<file path="src/rtl/prio_vec_ctrl.sv">
module prio_vec_ctrl #(
  parameter int NSRC     = 16,
  parameter int NEST     = 4,
  parameter int VW       = 24,
  parameter int RST_PRIO = 4
) (
  input  logic                      clk,
  input  logic                      rst_n,
  input  logic [NSRC-1:0]           irq_req,
  input  logic [3:0]                trap_req,
  input  logic                      cfg_we,
  input  logic [$clog2(NSRC+1)-1:0] cfg_addr,
  input  logic [2:0]                cfg_wdata,
  input  logic                      lvl_we,
  input  logic [3:0]                lvl_wdata,
  input  logic                      ack,
  input  logic                      ret,
  output logic [3:0]                cpu_lvl,
  output logic                      req_valid,
  output logic [3:0]                req_lvl,
  output logic [VW-1:0]             req_vector
);
  localparam int AW  = $clog2(NSRC+1);
  localparam int KW  = $clog2(NSRC);
  localparam int SPW = $clog2(NEST+1);
  localparam int IW  = $clog2(NEST);

  logic [2:0]      prio [NSRC];
  logic [NSRC-1:0] pend;
  logic [3:0]      tpend;
  logic [1:0]      soft_s1;
  logic            alt, nest_dis;
  logic [3:0]      stk [NEST];
  logic [SPW-1:0]  sp;

  logic [2:0]      best_lvl;
  logic [KW-1:0]   best_k;
  logic [1:0]      tsel;
  logic            trap_any, full, take, pop;

  always_comb begin
    best_lvl = '0;
    best_k   = '0;
    for (int i = 0; i < NSRC; i++)
      if (pend[i] && prio[i] > best_lvl) begin
        best_lvl = prio[i];
        best_k   = KW'(i);
      end
  end

  assign tsel     = tpend[0] ? 2'd0 : tpend[1] ? 2'd1 : tpend[2] ? 2'd2 : 2'd3;
  assign trap_any = |tpend;
  assign full     = (sp == SPW'(NEST));
  assign req_lvl  = trap_any ? 4'd14 - {2'b0, tsel} : {1'b0, best_lvl};
  assign req_valid = (req_lvl > cpu_lvl) && !full;
  assign req_vector = (alt ? VW'(12'h104) : VW'(12'h004)) +
                      (trap_any ? VW'({tsel, 1'b0}) + VW'(2)
                                : VW'(8'h10) + VW'({best_k, 1'b0}));
  assign pop  = ret && (sp != '0);
  assign take = ack && !ret && req_valid;

  always_ff @(posedge clk or negedge rst_n) begin
    if (!rst_n) begin
      for (int i = 0; i < NSRC; i++) prio[i] <= 3'(RST_PRIO);
      alt      <= 1'b0;
      nest_dis <= 1'b0;
    end else if (cfg_we) begin
      if (cfg_addr < AW'(NSRC)) prio[cfg_addr[KW-1:0]] <= cfg_wdata;
      else if (cfg_addr == AW'(NSRC)) begin
        alt      <= cfg_wdata[0];
        nest_dis <= cfg_wdata[1];
      end
    end
  end

  always_ff @(posedge clk or negedge rst_n) begin
    if (!rst_n) begin
      pend    <= '0;
      tpend   <= '0;
      soft_s1 <= '0;
    end else begin
      soft_s1 <= trap_req[3:2];
      pend    <= (pend & ~((take && !trap_any) ? (NSRC'(1) << best_k) : '0)) | irq_req;
      tpend   <= (tpend & ~((take && trap_any) ? (4'b1 << tsel) : 4'b0)) |
                 {soft_s1, trap_req[1:0]};
    end
  end

  always_ff @(posedge clk or negedge rst_n) begin
    if (!rst_n) begin
      cpu_lvl <= '0;
      sp      <= '0;
      for (int i = 0; i < NEST; i++) stk[i] <= '0;
    end else if (ret) begin
      if (pop) begin
        cpu_lvl <= stk[IW'(sp - 1'b1)];
        sp      <= sp - 1'b1;
      end
    end else if (take) begin
      stk[IW'(sp)] <= cpu_lvl;
      sp           <= sp + 1'b1;
      cpu_lvl      <= req_lvl;
    end else if (lvl_we) begin
      cpu_lvl[3]   <= cpu_lvl[3] & lvl_wdata[3];
      if (!nest_dis) cpu_lvl[2:0] <= lvl_wdata[2:0];
    end
  end

  assert_offer_above_R2: assert property (@(posedge clk) disable iff (!rst_n)
    req_valid |-> (req_lvl != 4'd0) && (sp < SPW'(NEST)));
  assert_ack_raises_R7: assert property (@(posedge clk) disable iff (!rst_n)
    (ack && !ret && req_valid) |=> (cpu_lvl == $past(req_lvl)) && (sp == $past(sp) + 1'b1));
  assert_ret_pops_R8: assert property (@(posedge clk) disable iff (!rst_n)
    (ret && sp != '0) |=> (sp == $past(sp) - 1'b1));
  assert_stack_bound_R9: assert property (@(posedge clk) disable iff (!rst_n)
    sp <= SPW'(NEST));
  assert_bit3_no_set_R10: assert property (@(posedge clk) disable iff (!rst_n)
    (lvl_we && !ack && !ret && !cpu_lvl[3]) |=> !cpu_lvl[3]);
  assert_trap_rank_R5: assert property (@(posedge clk) disable iff (!rst_n)
    (trap_any) |-> (req_lvl >= 4'd11));
  assert_alt_hold_R11: assert property (@(posedge clk) disable iff (!rst_n)
    !(cfg_we && cfg_addr == AW'(NSRC)) |=> $stable(alt));
endmodule

</file>
<file path="config.mk">
export PLATFORM = sky130hd
export DESIGN_NAME = prio_vec_ctrl
export DESIGN_NICKNAME = d
export VERILOG_FILES = /design/src/rtl/prio_vec_ctrl.sv
export SDC_FILE = /design/constraint.sdc
export NUM_CORES = 1
export LEC_CHECK = 0
export BUFFER_PORTS_ARGS = -buffer_cell sky130_fd_sc_hd__buf_2
export CAP_MARGIN = 5
export CORE_ASPECT_RATIO = 0.8
export CORE_UTILIZATION = 40
export DETAILED_ROUTE_END_ITERATION = 12
export SKIP_LAST_GASP = 1
export SYNTH_ARGS = -nofsm -noshare
export SYNTH_HDL_FRONTEND = slang
export SYNTH_SLANG_ARGS = --single-unit
</file>
<file path="constraint.sdc">
create_clock -name clk -period 25.3 [get_ports clk]
set_clock_uncertainty 0.2 [all_clocks]
set_input_delay 2.53 -clock clk [delete_from_list [all_inputs] [get_ports clk]]
set_output_delay 2.53 -clock clk [all_outputs]
set_load 0.01 [all_outputs]
</file>
**Word level (Yosys, flattened, before mapping)**

Index checks and enable logic that the tools add are counted.
Widths: inputs -> output; s select.

- Output and inout bits: 33
- Bits in latches: 0
- Memories kept: 0
- Input bits: 38
- Word-level logic and storage cells: 168
- Memory bits (read-only): 0
- Bits in writable memories: 0
- Register bits after elaboration: 95

- Equality and inequality tests: 4
- Multiply operators: 0
- Reductions and logical operators: 37
- Magnitude comparators: 23
- Divide/modulo/power cells: 0
- Bitwise operators: 12
- Multiplexer cells: 56
- Add/subtract/negate cells: 6
- Shift operators: 2

Operators with widths:

| cell | number |
|---|---|
| $mux 4 | 22 |
| $mux 3 | 21 |
| $bwmux 48 | 1 |
| $gt 3x3->1 | 15 |
| $logic_and 1x1->1 | 24 |
| $and 16x16->16 | 1 |
| $bwmux 16 | 1 |
| $mux 16 | 1 |
| $not 16->16 | 1 |
| $or 16x16->16 | 1 |
| $shl 1x4->16 const A | 1 |
| $demux 3 s4 | 1 |
| $add 9x6->10 | 1 |
| $mux 9 | 1 |
| $bmux 4 s2 | 1 |
| $demux 4 s2 | 1 |
| $reduce_and 2->1 | 4 |
| $add 5x5->6 const A | 1 |
| $ge 3x3->1 const B | 2 |
| $mux 2 | 3 |
| $mux 6 | 1 |
| $not 2->3 | 2 |
| $reduce_and 3->1 | 2 |
| $reduce_bool 3->1 | 2 |
| other kinds (25) | 29 |

**Depth between registers and ports, before layout**

- Depth in word-level cells: 57
- Gate-level depth with buffers: 131
- Gate-level depth less buffers: 130

**Worst setup path before layout**

Ideal clock, no wire load.

- Kind: register to output
- Start: reg prio[47] (netlist bit)
- End: out req_valid
- Cell stages (with the launch flop): 115
- Arrival: 20870 ps
- Data required time: 22570 ps
- Path buffers: 2
- Slack: 1700 ps
- Cells stage by stage: dfstp_2 nand2_1 ha_1 and3b_1 o211ai_2 o21ai_0 ha_1 nor2_1 a22oi_1 a21o_1 mux2_2 ha_1 or3b_2 nor3b_1 o221ai_1 o221a_2 o21ai_2 nand3_1 [... 79 more ...] o21ai_0 a32o_1 nor4b_1 a31o_4 buf_6 mux2i_1 ha_1 nor2b_1 o21ai_0 nand2b_1 and3_1 clkbuf_1 a221oi_1 nand2b_1 o211ai_2 ha_1 and4_1 a211oi_1

- Longest elaborated chain between the ends: 51

RTL lines:

| item | RTL line | text |
|---|---|---|
| start, declared | 28 | `logic [2:0] prio [NSRC];` |
| start signal, assigned by index | 68 | `if (cfg_addr < AW'(NSRC)) prio[cfg_addr[KW-1:0]] <= cfg_wdata;` |
| $gt 3x1->1 | 45 | `if (pend[i] && prio[i] > best_lvl) begin` |
| $logic_and 1x1->1 | 45 |  |
| $mux 3 * | 45 |  |
| $gt 3x3->1 | 45 |  |
| $logic_and 1x1->1 | 45 |  |
| $mux 3 * | 45 |  |
| $gt 3x3->1 | 45 |  |
| $logic_and 1x1->1 | 45 |  |
| [... 35 more ...] | n/a |  |
| $logic_and 1x1->1 | 45 |  |
| $mux 3 * | 45 |  |
| $gt 3x3->1 | 45 |  |
| $logic_and 1x1->1 | 45 |  |
| $mux 3 * | 45 |  |
| $mux 4 * | 54 | `assign req_lvl = trap_any ? 4'd14 - {2'b0, tsel} : {1'b0, best_lvl};` |
| $gt 4x4->1 * | 55 | `assign req_valid = (req_lvl > cpu_lvl) && !full;` |
| $logic_and 1x1->1 * | 55 |  |
| end, declared | 19 | `output logic req_valid,` |

Mark *: on every way between the ends. The rest lies on a longest branch, timed or not.

**Final worst setup path**

Ends and elaborated chain as after synthesis.

==> results.md <==
- R2R cell count: 120
- I/O pin cnt: 71
- Setup violations, final: 0
- Row cnt: between 40 and 50
- Total grt overflow: 0
- Final Cycle Share: a little over nine tenths
- Die H: 117 um
- Fraction of registers with async set/reset: 100%
- Relative slew slack: between 40 and 50%
- Synthesized instance count: about 720
- Core Util, Final: between 40 and 50%
- Yosys cell types: 85
- Number of global-route vias before repair: about 5.3k
- Initial Util: between 40% and 50%
- Final hold violations: 0
- Most frequent CP cell: ha_1
- Skew-Pair Late Insertion Delay: between 0.3 and 0.4 ns
- Worst path max stage delay: ~0.55 ns
- Net Sw Frac: approximately 47%
- Nets: 865
- Crit-path slowest cell: dfstp_2
- Detailed Place HPWL: around 13000 um
- CTS tree: done
- Tightest Pin Transition: around 0.88 ns
- Yosys reg bits: 95
- Sequential area share after synthesis: a little over a third
- Crit Path Max Fanout: 7
- Gr usage total: 21.4%
- Crit path required time: between 20 and 25 ns
- Largest net degree at the start of global routing: 60
- Antenna diode count: 0
- Reg2Reg Setup Slack: roughly 2.4 ns
- Max_cap viols: 0
- CTS Sinks: 95
- H-tree depth: 3
- Final worst path period need: approximately 24 ns
- Die ar.: about 17000 um^2
- Root Buffer: clkbuf_16
- Commonest cells after routing, fill and taps aside: 93 x nand2_1, 79 x dfrtp_1, 51 x buf_2
- Setup crit end kind: primary output
- Pleak: approximately 0.0033 uW
- WL/cell: ~18 um
- Combinational Power Share: between 60% and 70%
- Power per cell area: 142 nW/um^2
- Sequential share of power: roughly 20%
- Place WS: -0.109 ns
- Critical path class: reg -> out
- Via count: approximately 5.7k
- FMAX: between 0.04 and 0.05 GHz
- Startpoint types: register
- Routed Antenna Nets: 0
- Initial antenna violation count: 0
- First-pass GRT wire length: around 28000 um
- Internal: around 600 uW
- Maximum vdd drop: around 0.000075 V
- Routed WL: 18000 um
- Post-synth top flop: dfrtp_1
- Count of input and output buffers: 52
- Fraction of layout cells with a size suffix above 1: between 30% and 40%
- TritonRoute pass-1 iters: 5
- TritonCTS buffer count: 9
- Clk pwr share: 12.7%
- Hold depth: 1
- Syn. warnings: 0
- CP arrival: around 22 ns
- Final slew viol count: 0
- DR vias/cell: between 5 and 6
- Commonest non-fill, non-tap cell in the layout: nand2_1
- Initial DRC count: a little under 500
- Worst-path clk slew: roughly 0.080 ns
- Psw: between 500 and 600 uW
- Area Growth Syn to Fin: 18.2%
- Core Area: 16000 um^2
- Status: finished clean
- Cts hold-fix bufs: 0
- Gpl congestion: between 0.9 and 1
- Hold crit path type: reg -> reg
- Post-Syn Area: ~6600 um^2
- DRC: 0
- Setup WS post-layout: ~1 ns
- Fillers: approximately 1.4k
- Avg Inst Size Synth: a little over 9 um^2
- Clock tree buffer depth: 2
- Die X: 146 um
- EDFF count, synth: 0
layout make-up:
type | count | area, um^2 | share of cell area, %
multi-input combinational | 566 | 4210 | 53.9
inverter | 41 | 154 | 1.97
timing repair buffer | 80 | 477 | 6.10
sequential | 95 | 2400 | 30.7
clock inverter | 7 | 83.8 | 1.07
tap | 215 | 269 | 3.44
clock buffer | 9 | 225 | 2.88
power groups by stage:
stage	clock network, uW	logic [uW]	registers [uW]
final	141	751	217
after global routing	152	822	222
after CTS	146	627	216
after detailed placement	0	609	219
after global placement	0	593	217
after floorplan	0	469	210
state kept, by name, summed over array words and instances (netlist names):
signal	flops
cpu_lvl	4
stk	16
tpend	4
sp	3
pend	16
soft_s1	2
nest_dis	1
alt	1
prio	48
synthesized netlist by cell type, types with 4 or more instances:
library cell / count / area share (%)
a211oi_1: 5 / 0.57
a21o_1: 23 / 2.6
a21oi_1: 20 / 1.5
a31oi_1: 13 / 1.2
and2_1: 12 / 1.1
and3_1: 7 / 0.66
buf_4: 20 / 2.3
clkbuf_1: 8 / 0.45
dfrtp_1: 79 / 30
dfstp_2: 16 / 6.4
ha_1: 34 / 6.4
inv_1: 41 / 2.3
maj3_1: 5 / 0.76
mux2_2: 51 / 8.7
mux2i_1: 5 / 0.76
mux4_2: 4 / 1.4
nand2_1: 96 / 5.4
nand2b_1: 11 / 1.0
nand3_1: 26 / 2.0
nand3b_1: 4 / 0.45
nor2_1: 58 / 3.3
nor2b_1: 10 / 0.95
nor3_1: 9 / 0.68
nor4_4: 4 / 1.3
o211ai_1: 7 / 0.79
o21a_1: 5 / 0.57
o21ai_0: 45 / 3.4
o21ai_1: 4 / 0.30
o221ai_1: 4 / 0.53
o31ai_1: 5 / 0.57
or2_2: 6 / 0.57
routing by layer:
metal | up-vias | GRT usage [%] | share of wire [%]
met2 | 181 | 33.7 | 45
met4 | 0 | 5.19 | 1.2
met1 | 2779 | 30.2 | 48
met5 | - | 0 | 0
met3 | 22 | 4.34 | 5.7
li1 | 2714 | - | -
metrics by stage:
stage | instances | total power (uW) | area (um^2) | setup TNS (ns) | hold slack [ns]
global route | 1013 | 1200 | 7820 | -0.441 | 0.252
finish | 1013 | 1110 | 7820 | 0 | 0.236
CTS | 995 | 989 | 7450 | 0 | 0.243
global placement | 977 | 810 | 7080 | 0 | 0.216
detailed placement | 977 | 828 | 7080 | -0.173 | 0.227
floorplan | 732 | 678 | 6680 | 0 | 0.204
worst max-delay path: cells and delay by family (launching register included):
family / cells / cell delay (ns)
simple gates: 45 / 6.86
mux: 4 / 1.08
compound gates: 43 / 7.08
flops: 1 / 0.55
fa+ha+maj: 18 / 5.17
buf+inv: 4 / 0.47
cell families after synthesis:
group | synth area share [%]
AO/OA/AOI/OAI | 19.9
XOR/XNOR | 0.397
adder cells (fa/ha/maj) | 7.18
buffers and inverters | 5.29
flip-flops | 36.2
multiplexers | 10.8
other | 0.0567
AND/OR/NAND/NOR | 20.2
timing repair:
item,CTS,global route
setup buffers,2,18
gates resized for setup,9,56
endpoints found under the setup margin,4,42
pin swaps,1,22
path summary, 6_finish.rpt:
path,startpoint,endpoint
worst max register to register,prio[47]$_DFFE_PN1P_,pend[0]$_DFF_PN0_
worst min-delay path,soft_s1[0]$_DFF_PN0_,tpend[2]$_DFF_PN0_
max in group asynchronous,rst_n,prio[28]$_DFFE_PN0P_
worst max-delay path,prio[47]$_DFFE_PN1P_,req_valid
min in group asynchronous,rst_n,prio[21]$_DFFE_PN0P_
worst min register to register,soft_s1[0]$_DFF_PN0_,tpend[2]$_DFF_PN0_
Note: power is estimated with default switching activity, not from simulation.
